`src/rtl/mgmt_pkg.sv`:
```
`timescale 1ns/1ps
package mgmt_pkg;
  typedef enum logic [1:0] {ENG_IDLE, ENG_PRE, ENG_FRAME} eng_state_e;

  localparam int FRAME_BITS    = 32;
  localparam int POS_W         = $clog2(FRAME_BITS);
  localparam int RD_BITS       = 16;
  localparam int TA_POS        = 17;   // first turnaround bit of the frame word
  localparam int OPC_RD_POS    = 29;   // read opcode bit
  localparam int CTRL_PRE_POS  = 7;    // preamble enable in control register
  localparam int CTRL_DONE_POS = 8;    // done flag in control register

  // Clock cycles per MDC half period for a given divisor.
  function automatic int unsigned half_period(input int unsigned div);
    return div + 1;
  endfunction

  // Clock cycles per serial bit.
  function automatic int unsigned bit_period(input int unsigned div);
    return 2 * half_period(div);
  endfunction

  // True while the master owns the data line at frame position pos.
  function automatic logic master_drives(input logic is_rd, input logic [POS_W-1:0] pos);
    return !(is_rd && (pos <= POS_W'(TA_POS)));
  endfunction

  // True when frame position pos carries a read-data bit.
  function automatic logic is_data_bit(input logic [POS_W-1:0] pos);
    return pos < POS_W'(RD_BITS);
  endfunction
endpackage

```
`src/rtl/mgmt_mdc_gen.sv`:
```
`timescale 1ns/1ps
module mgmt_mdc_gen #(
  parameter int DIV_W = 7
) (
  input  logic             clk,
  input  logic             rst_n,
  input  logic             run,
  input  logic [DIV_W-1:0] div,
  output logic             mdc,
  output logic             rise_tk,
  output logic             fall_tk
);
  logic [DIV_W-1:0] cnt_q;
  logic             mdc_q;
  logic             wrap;

  assign wrap = run && (cnt_q == div);

  always_ff @(posedge clk) begin
    if (!rst_n) begin
      cnt_q <= '0;
      mdc_q <= 1'b0;
    end else if (!run) begin
      cnt_q <= '0;
      mdc_q <= 1'b0;
    end else if (cnt_q == div) begin
      cnt_q <= '0;
      mdc_q <= ~mdc_q;
    end else begin
      cnt_q <= cnt_q + 1'b1;
    end
  end

  // Named edge events: the rising one samples, the falling one advances.
  assign rise_tk = wrap && !mdc_q;
  assign fall_tk = wrap &&  mdc_q;
  assign mdc     = mdc_q && run;
endmodule

```
`src/rtl/mgmt_frame_engine.sv`:
```
`timescale 1ns/1ps
module mgmt_frame_engine
  import mgmt_pkg::*;
#(
  parameter int PRE_LEN = 32
) (
  input  logic                 clk,
  input  logic                 rst_n,
  input  logic                 launch,
  input  logic                 abort,
  input  logic [FRAME_BITS-1:0] word,
  input  logic                 pre_en,
  input  logic                 rise_tk,
  input  logic                 fall_tk,
  input  logic                 mdio_in,
  output logic                 busy,
  output logic                 mdio_o,
  output logic                 mdio_oe,
  output logic                 finish,
  output logic                 is_rd,
  output logic [RD_BITS-1:0]   rd_data
);
  localparam int PRE_CW = (PRE_LEN > 1) ? $clog2(PRE_LEN) : 1;

  eng_state_e            st_q;
  logic [PRE_CW-1:0]     pre_q;
  logic [POS_W-1:0]      pos_q;
  logic [FRAME_BITS-1:0] sh_q;
  logic                  rd_q;
  logic [RD_BITS-1:0]    cap_q;
  logic                  drive_now;
  logic                  pre_last;
  logic                  frame_last;

  assign busy       = (st_q != ENG_IDLE);
  assign pre_last   = (pre_q == '0);
  assign frame_last = (pos_q == '0);
  assign finish     = (st_q == ENG_FRAME) && fall_tk && frame_last;

  always_ff @(posedge clk) begin
    if (!rst_n) begin
      st_q  <= ENG_IDLE;
      pre_q <= '0;
      pos_q <= '0;
      sh_q  <= '0;
      rd_q  <= 1'b0;
      cap_q <= '0;
    end else if (abort) begin
      st_q <= ENG_IDLE;
    end else begin
      case (st_q)
        ENG_IDLE: begin
          if (launch) begin
            st_q  <= pre_en ? ENG_PRE : ENG_FRAME;
            sh_q  <= word;
            pos_q <= POS_W'(FRAME_BITS - 1);
            pre_q <= PRE_CW'(PRE_LEN - 1);
            rd_q  <= word[OPC_RD_POS];
            cap_q <= '0;
          end
        end
        ENG_PRE: begin
          if (fall_tk) begin
            if (pre_last) st_q <= ENG_FRAME;
            else          pre_q <= pre_q - 1'b1;
          end
        end
        ENG_FRAME: begin
          if (rise_tk && rd_q && is_data_bit(pos_q))
            cap_q <= {cap_q[RD_BITS-2:0], mdio_in};
          if (fall_tk) begin
            if (frame_last) begin
              st_q <= ENG_IDLE;
            end else begin
              pos_q <= pos_q - 1'b1;
              sh_q  <= {sh_q[FRAME_BITS-2:0], 1'b0};
            end
          end
        end
        default: st_q <= ENG_IDLE;
      endcase
    end
  end

  assign drive_now = (st_q == ENG_PRE) ||
                     ((st_q == ENG_FRAME) && master_drives(rd_q, pos_q));
  assign mdio_oe   = drive_now;
  assign mdio_o    = (st_q == ENG_PRE) ||
                     ((st_q == ENG_FRAME) && drive_now && sh_q[FRAME_BITS-1]);
  assign is_rd     = rd_q;
  assign rd_data   = cap_q;
endmodule

```
`src/rtl/mgmt_serial_master.sv`:
```
`timescale 1ns/1ps
module mgmt_serial_master
  import mgmt_pkg::*;
#(
  parameter int DIV_W   = 7,
  parameter int PRE_LEN = 32
) (
  input  logic        clk,
  input  logic        rst_n,
  input  logic        reg_sel,
  input  logic        reg_we,
  input  logic [31:0] reg_wdata,
  output logic [31:0] reg_rdata,
  output logic        mdc,
  output logic        mdio_o,
  output logic        mdio_oe,
  input  logic        mdio_in
);
  logic [DIV_W-1:0]   div_q;
  logic               pre_en_q;
  logic               en_q;
  logic               done_q;
  logic [31:0]        data_q;
  logic [31:0]        ctrl_view;

  logic               ctrl_wr;
  logic               data_wr;
  logic               kill;
  logic               launch;
  logic               busy;
  logic               finish;
  logic               is_rd;
  logic [RD_BITS-1:0] rd_data;
  logic               rise_tk;
  logic               fall_tk;

  assign ctrl_wr = reg_we && !reg_sel;
  assign data_wr = reg_we &&  reg_sel;
  assign kill    = ctrl_wr && (reg_wdata == 32'd0);
  assign launch  = data_wr && en_q && !busy;

  always_ff @(posedge clk) begin
    if (!rst_n) begin
      div_q    <= '0;
      pre_en_q <= 1'b0;
      en_q     <= 1'b0;
      done_q   <= 1'b0;
      data_q   <= '0;
    end else begin
      if (data_wr && !busy)
        data_q <= reg_wdata;
      if (launch)
        done_q <= 1'b0;
      if (finish) begin
        done_q <= 1'b1;
        if (is_rd) data_q[RD_BITS-1:0] <= rd_data;
      end
      if (ctrl_wr && (!busy || kill)) begin
        div_q    <= reg_wdata[DIV_W-1:0];
        pre_en_q <= reg_wdata[CTRL_PRE_POS];
        en_q     <= |reg_wdata;
        if (kill) done_q <= 1'b0;
      end
    end
  end

  generate
    if (DIV_W < CTRL_PRE_POS) begin : g_pad
      assign ctrl_view = {23'd0, done_q, pre_en_q, {(CTRL_PRE_POS-DIV_W){1'b0}}, div_q};
    end else begin : g_full
      assign ctrl_view = {23'd0, done_q, pre_en_q, div_q};
    end
  endgenerate

  assign reg_rdata = reg_sel ? data_q : ctrl_view;

  mgmt_mdc_gen #(.DIV_W(DIV_W)) u_clk (
    .clk     (clk),
    .rst_n   (rst_n),
    .run     (busy),
    .div     (div_q),
    .mdc     (mdc),
    .rise_tk (rise_tk),
    .fall_tk (fall_tk)
  );

  mgmt_frame_engine #(.PRE_LEN(PRE_LEN)) u_eng (
    .clk     (clk),
    .rst_n   (rst_n),
    .launch  (launch),
    .abort   (kill),
    .word    (reg_wdata),
    .pre_en  (pre_en_q),
    .rise_tk (rise_tk),
    .fall_tk (fall_tk),
    .mdio_in (mdio_in),
    .busy    (busy),
    .mdio_o  (mdio_o),
    .mdio_oe (mdio_oe),
    .finish  (finish),
    .is_rd   (is_rd),
    .rd_data (rd_data)
  );
endmodule

```
`config.mk`:
```
export PLATFORM = sky130hd
export DESIGN_NAME = mgmt_serial_master
export DESIGN_NICKNAME = d
export VERILOG_FILES = /design/src/rtl/mgmt_pkg.sv /design/src/rtl/mgmt_mdc_gen.sv /design/src/rtl/mgmt_frame_engine.sv /design/src/rtl/mgmt_serial_master.sv
export SDC_FILE = /design/constraint.sdc
export NUM_CORES = 1
export LEC_CHECK = 0
export ABC_CLOCK_PERIOD_IN_PS = 2800
export BUFFER_PORTS_ARGS = -buffer_cell sky130_fd_sc_hd__buf_4
export CAP_MARGIN = 40
export CELL_PAD_IN_SITES_DETAIL_PLACEMENT = 1
export CELL_PAD_IN_SITES_GLOBAL_PLACEMENT = 1
export CORE_MARGIN = 10
export CORE_UTILIZATION = 45
export CTS_BUF_LIST = sky130_fd_sc_hd__clkbuf_8
export CTS_CLUSTER_SIZE = 25
export DETAILED_ROUTE_END_ITERATION = 7
export MAX_ROUTING_LAYER = met4
export PLACE_DENSITY = 0.92
export SYNTH_ARGS = -nofsm -noshare
export SYNTH_HDL_FRONTEND = slang
export SYNTH_SLANG_ARGS = --single-unit
export TNS_END_PERCENT = 100
```
`constraint.sdc`:
```
create_clock -name clk -period 2.8 [get_ports clk]
set_input_delay 0.28 -clock clk [delete_from_list [all_inputs] [get_ports clk]]
set_output_delay 0.28 -clock clk [all_outputs]
set_load 0.005 [all_outputs]
```
Yosys cells after proc, flatten, opt, wreduce, memory -nomap -nowiden
Index checks and enable logic that the tools add are counted.
{"block": "totals", "word_cells": 105, "input_bits": 37, "out_inout_bits": 35, "reg_bits": 111}
{"block": "classes", "n_addsub": 3, "bitwise": 4, "n_lt_le_gt_ge": 2, "reduce_logical": 42, "n_eq_ne": 11, "n_mux": 29}
{"cell": "$mux W32", "n": 4}
{"cell": "$mux W16", "n": 5}
{"cell": "$pmux W32 S2", "n": 1}
{"cell": "$logic_not A32 Y1", "n": 1}
{"cell": "$pmux W16 S2", "n": 1}
{"cell": "$reduce_or A32 Y1", "n": 1}
{"cell": "$mux W5", "n": 5}
{"cell": "$pmux W5 S2", "n": 2}
{"cell": "$logic_and A1 B1 Y1", "n": 19}
{"cell": "$reduce_and A5 Y1", "n": 3}
{"cell": "$mux W2", "n": 6}
{"cell": "$logic_not A5 Y1", "n": 2}
{"cell": "$sub A5 B1 Y5 const B", "n": 2}
{"cell": "$ne A2 B1 Y1 const B", "n": 4}
{"cell": "$ne A2 B2 Y1 const B", "n": 4}
{"cell": "$add A7 B1 Y7 const B", "n": 1}
{"cell": "$eq A7 B7 Y1", "n": 1}
{"cell": "$pmux W2 S3", "n": 1}
{"cell": "$reduce_bool A2 Y1", "n": 3}
{"cell": "$le A5 B5 Y1 const B", "n": 1}
{"cell": "$lt A5 B5 Y1 const B", "n": 1}
{"cell": "$logic_not A1 Y1", "n": 4}
{"cell": "$mux W1", "n": 4}
{"cell": "$not A1 Y1", "n": 4}
{"cell": "other kinds (9)", "n": 11}

Longest topological paths before layout
{"block": "logic_depth", "word_depth": 8, "ltp_mapped": 9, "mapped_depth_nobuf": 8}

Modules after synthesis
Synthesis repeated with hierarchy kept, for this count alone.
{"block": "unflattened", "cells_unflattened": 656, "area_unflattened_um2": 5494.0}
{"module": "mgmt_frame_engine", "area_each_um2": 3001.6, "instances": 1, "seq_area_each_um2": 1221.2, "cells_per_inst": 356}
{"module": "mgmt_serial_master", "area_each_um2": 2069.5, "instances": 1, "seq_area_each_um2": 840.8, "cells_per_inst": 256}
{"module": "mgmt_mdc_gen", "area_each_um2": 422.9, "instances": 1, "seq_area_each_um2": 160.2, "cells_per_inst": 44}

Worst setup path after synthesis
Ideal clock, no wire load.
{"block": "synth_timing", "path_kind": "register -> register", "from": "register u_clk.cnt_q[3]", "to": "register u_eng.sh_q[10]", "required_ns": 2.653, "path_slack_ns": 0.772, "path_buffers": 2, "path_stages_with_launch": 8, "period_less_slack_ns": 2.028, "setup_time_ns": 0.147, "arrival_ns": 1.881, "path_cell_list": "dfxtp_1 > xor2_1 > or4b_4 > o31ai_4 > and2b_1 > buf_4 > buf_2 > a311oi_2"}
{"block": "synth_via", "elab_chain_len": 5}
{"element": "start, declared", "line": "mgmt_mdc_gen.sv:13", "text": "logic [DIV_W-1:0] cnt_q;"}
{"element": "start signal, assigned", "line": "mgmt_mdc_gen.sv:30", "text": "cnt_q <= cnt_q + 1'b1;"}
{"element": "$eq A7 B7 Y1", "line": "mgmt_mdc_gen.sv:17", "text": "assign wrap = run && (cnt_q == div);"}
{"element": "$logic_and A1 B1 Y1", "line": "mgmt_mdc_gen.sv:17"}
{"element": "$logic_and A1 B1 Y1", "line": "mgmt_mdc_gen.sv:36", "text": "assign fall_tk = wrap && mdc_q;"}
{"element": "$ne A2 B1 Y1 (no line)"}
{"element": "$reduce_and A5 Y1 (no line)"}
{"element": "end signal, assigned", "line": "mgmt_frame_engine.sv:55", "text": "sh_q <= word;"}
{"element": "end signal, assigned", "line": "mgmt_frame_engine.sv:76", "text": "sh_q <= {sh_q[FRAME_BITS-2:0], 1'b0};"}
{"element": "end, declared", "line": "mgmt_frame_engine.sv:28", "text": "logic [FRAME_BITS-1:0] sh_q;"}
No other way between the ends.
A chain may end at the register's enable or synchronous reset.

Worst setup path in the final report
{"block": "layout_timing", "from": "register div_q[3]", "to": "register u_eng.sh_q[13]"}
{"block": "layout_via", "elab_chain_len": 5}
{"element": "start, declared", "line": "mgmt_serial_master.sv:19", "text": "logic [DIV_W-1:0] div_q;"}
{"element": "start signal, assigned", "line": "mgmt_serial_master.sv:59", "text": "div_q <= reg_wdata[DIV_W-1:0];"}
{"element": "$eq A7 B7 Y1", "line": "mgmt_mdc_gen.sv:17"}
{"element": "$logic_and A1 B1 Y1", "line": "mgmt_mdc_gen.sv:17"}
{"element": "$logic_and A1 B1 Y1", "line": "mgmt_mdc_gen.sv:36"}
{"element": "$ne A2 B1 Y1 (no line)"}
{"element": "$reduce_and A5 Y1 (no line)"}
No other way between the ends.

==> flow_metrics.tcl <==
set metrics [dict create \
    diodes 0 \
    setup-violations-final 0 \
    wl_met2_um 8875 \
    tns_ns 0 \
    stdcell_count 818 \
    path_class "flip-flop to flip-flop" \
    ir_worst_vdd_mv 0.2538 \
    num_vias 4894 \
    multi_input_area_um2 2831 \
    power_frac_seq 0.505 \
    synthArstFlopShare 0 \
    met1_length_um 7407 \
    floorplan.rows 39 \
    synth.distinct_cells 47 \
    p_sw_uw 929.2 \
    critPathMaxStageDelay_ns 0.61 \
    grt_pass1_vias 5221 \
    synthesis.nets 663 \
    synth_common_cells "111 x dfxtp_1, 107 x nand2_1, 79 x nor2_1, 43 x a21oi_1, 32 x clkbuf_1" \
    hold_slack_ns 0.1651 \
    drc 0 \
    layout-drive-gt1-share 0.2104 \
    period_minus_slack_ns 2.684 \
    power.share.clock 0.350 \
    fin_crit_sh 0.9586 \
    fp.dieH_um 128.1 \
    io_pins 72 \
    cts_repair_resize_count 0 \
    ys_ff_latch 111 \
    arrival_ns 2.97 \
    required_ns 3.09 \
    power_mw 3.374 \
    syn_inst 620 \
    placed_cell_area_um2 5906 \
    globalplace.congestion 0.8777 \
    fp.dieArea_um2 16400 \
    slowest_stage "or4b_4" \
    dr.first_iter.drc_count 421 \
    worst_slew_pin_slew_ns 0.8379 \
    synth-edff-count 0 \
    wl_met3_um 915 \
    path_delay_family "simple AND/OR/NAND/NOR gates" \
    fin_skew_ns 0.01089 \
    cts_tree "yes" \
    cts_hold_buf 0 \
    combPwrFrac 0.145 \
    cp-end-kind "flip-flop" \
    cts_root_buffer "clkbuf_8" \
    clock_latency_ns 0.38 \
    power_density_nw_per_um2 548.6 \
    yosys_warnings 0 \
    power.leakage_nw 2.352 \
    synth_top_area_cell "dfxtp_1" \
    cp.buffers_inverters 1 \
    ys.flop_type "dfxtp_1" \
    dr.max_layer_used "met4" \
    numCtsBuffers 9 \
    grt_pass1_wl_um 28190 \
    p_int_mw 2.445 \
    grt.overflow.total 0 \
    cts_setup_buffers 0 \
    grt_max_degree 55 \
    initial_core_util 0.4603 \
    status "completed" \
    max_freq_mhz 372.6 \
    wire_per_inst_um 21.80 \
    cts_sinks 111 \
    hp-class "primary input to flip-flop" \
    fillers 1352 \
    finish.instance_area_um2 6151 \
    avgSynthCellArea_um2 8.478 \
    setup_slack_ns 0.1160 \
    synthTopCellsByArea "dfxtp_1 42%, nand2_1 7.6%, a311oi_2 5.7%" \
    cp-start-kind "flip-flop" \
    syn_area_um2 5256 \
    cts_max_level 3 \
    firstDrtPassIters 6 \
    grt_usage 0.2194 \
    ys_seq_area_frac 0.4228 \
    regArea_um2 2222 \
    clk_pin_slew_worst_paths_ns 0.11 \
    critPathMaxFanout 46 \
    crit_chain "xor2_1, or4b_4, o31ai_4, and2b_2, buf_4, nor2_1, a311oi_2" \
    synth_top_cell_area_share 0.4228 \
    hold_viol 0 \
    yosysMostFrequentCell "dfxtp_1" \
    p_sw_frac 0.2754 \
    clockBufferDepth 2 \
    final_core_util 0.5387 \
    ant_nets 0 \
    wl_um 17840 \
    drv_slew 0 \
    dp_hpwl_um 12240 \
    die_w_um 128.1 \
    antenna_found_initial 0 \
    place_ws_ns 0.2175 \
    slew_headroom 0.4398 \
    viasPerCell 5.983 \
    numPortBuffers 71 \
    nets 713 \
    core-area_um2 11420 \
    syn_to_final_growth_pct 17.02 \
    rsz0062_at_grt "no" \
    cap_violations 0 \
    place_inst 802 \
]
[final cells by class]
cell class | instances | area share
clock buffers | 9 | 0.02014
well taps | 143 | 0.02909
repair buffers | 83 | 0.1033
clock inverters | 7 | 0.01973
flip-flops and latches | 111 | 0.3613
multi-input cells | 455 | 0.4603
inverters | 10 | 0.006103
[worst min-delay path, stage by stage]
cell and delay [ns]:
buf_4 0.12, nand2_1 0.06, a21oi_1 0.05
[metal layers]
layer  track usage  up-vias
li1              -     2251
met3       0.03888       50
met4        0.1159        0
met1        0.2546     2422
met2        0.3551      171
met5             -        -
[cells in the final DEF, fill, tap and decap left out, types with 2 or more instances in the layout]
cell,instances
a21oi_1,43
nand2_1,107
mux2_2,11
a211oi_1,19
inv_1,9
bufinv_16,3
nor4_1,8
o21ai_0,18
nor3_1,7
nor4b_2,2
a311oi_1,12
or2_2,3
mux2i_1,25
xnor2_1,13
nor2b_1,3
nand4_1,3
a311oi_2,20
nor2_1,78
and3_1,3
xor2_1,5
nor3b_1,2
ha_1,6
clkbuf_8,9
clkinvlp_4,3
dfxtp_1,111
buf_4,82
nand3_1,22
and2_1,26
[sequential cells by signal (all words and copies together) (netlist names)]
register	cells
u_eng.pre_q	5
data_q	32
u_eng.st_q	2
u_eng.pos_q	5
u_eng.sh_q	32
pre_en_q	1
u_clk.cnt_q	7
div_q	7
done_q	1
u_clk.mdc_q	1
u_eng.rd_data	16
u_eng.is_rd	1
en_q	1
[worst paths after layout]
check                                    from        endpoint  slack (ns)  cells after the start
worst min-delay path            reg_wdata[19]      data_q[19]        0.17                      3
worst max-delay path                 div_q[3]  u_eng.sh_q[13]        0.12                      7
worst min register to register     data_q[25]      data_q[25]        0.46                      2
worst max register to register       div_q[3]  u_eng.sh_q[13]        0.12                      7
[cells by family (layout without fill, tap and decap cells)]
logic type / after synthesis / count (layout) / synth area share
muxes: 36 / 36 / 0.07117
adders and majority gates: 6 / 6 / 0.01428
AOI/OAI and AO/OA: 122 / 122 / 0.1802
buffers and inverters: 54 / 109 / 0.04403
xor gates and xnor gates: 18 / 18 / 0.02999
and+or+nand+nor: 273 / 273 / 0.2376
DFF: 111 / 111 / 0.4228
[power groups by stage]
stage	combinational, mW	sequential (mW)	clock, mW
after floorplan	0.302	1.72	0
after global placement	0.447	1.73	0
after detailed placement	0.476	1.74	0
after CTS	0.487	1.70	1.18
after global routing	0.530	1.71	1.24
final	0.490	1.71	1.18
(Power assumes the default switching activity.)
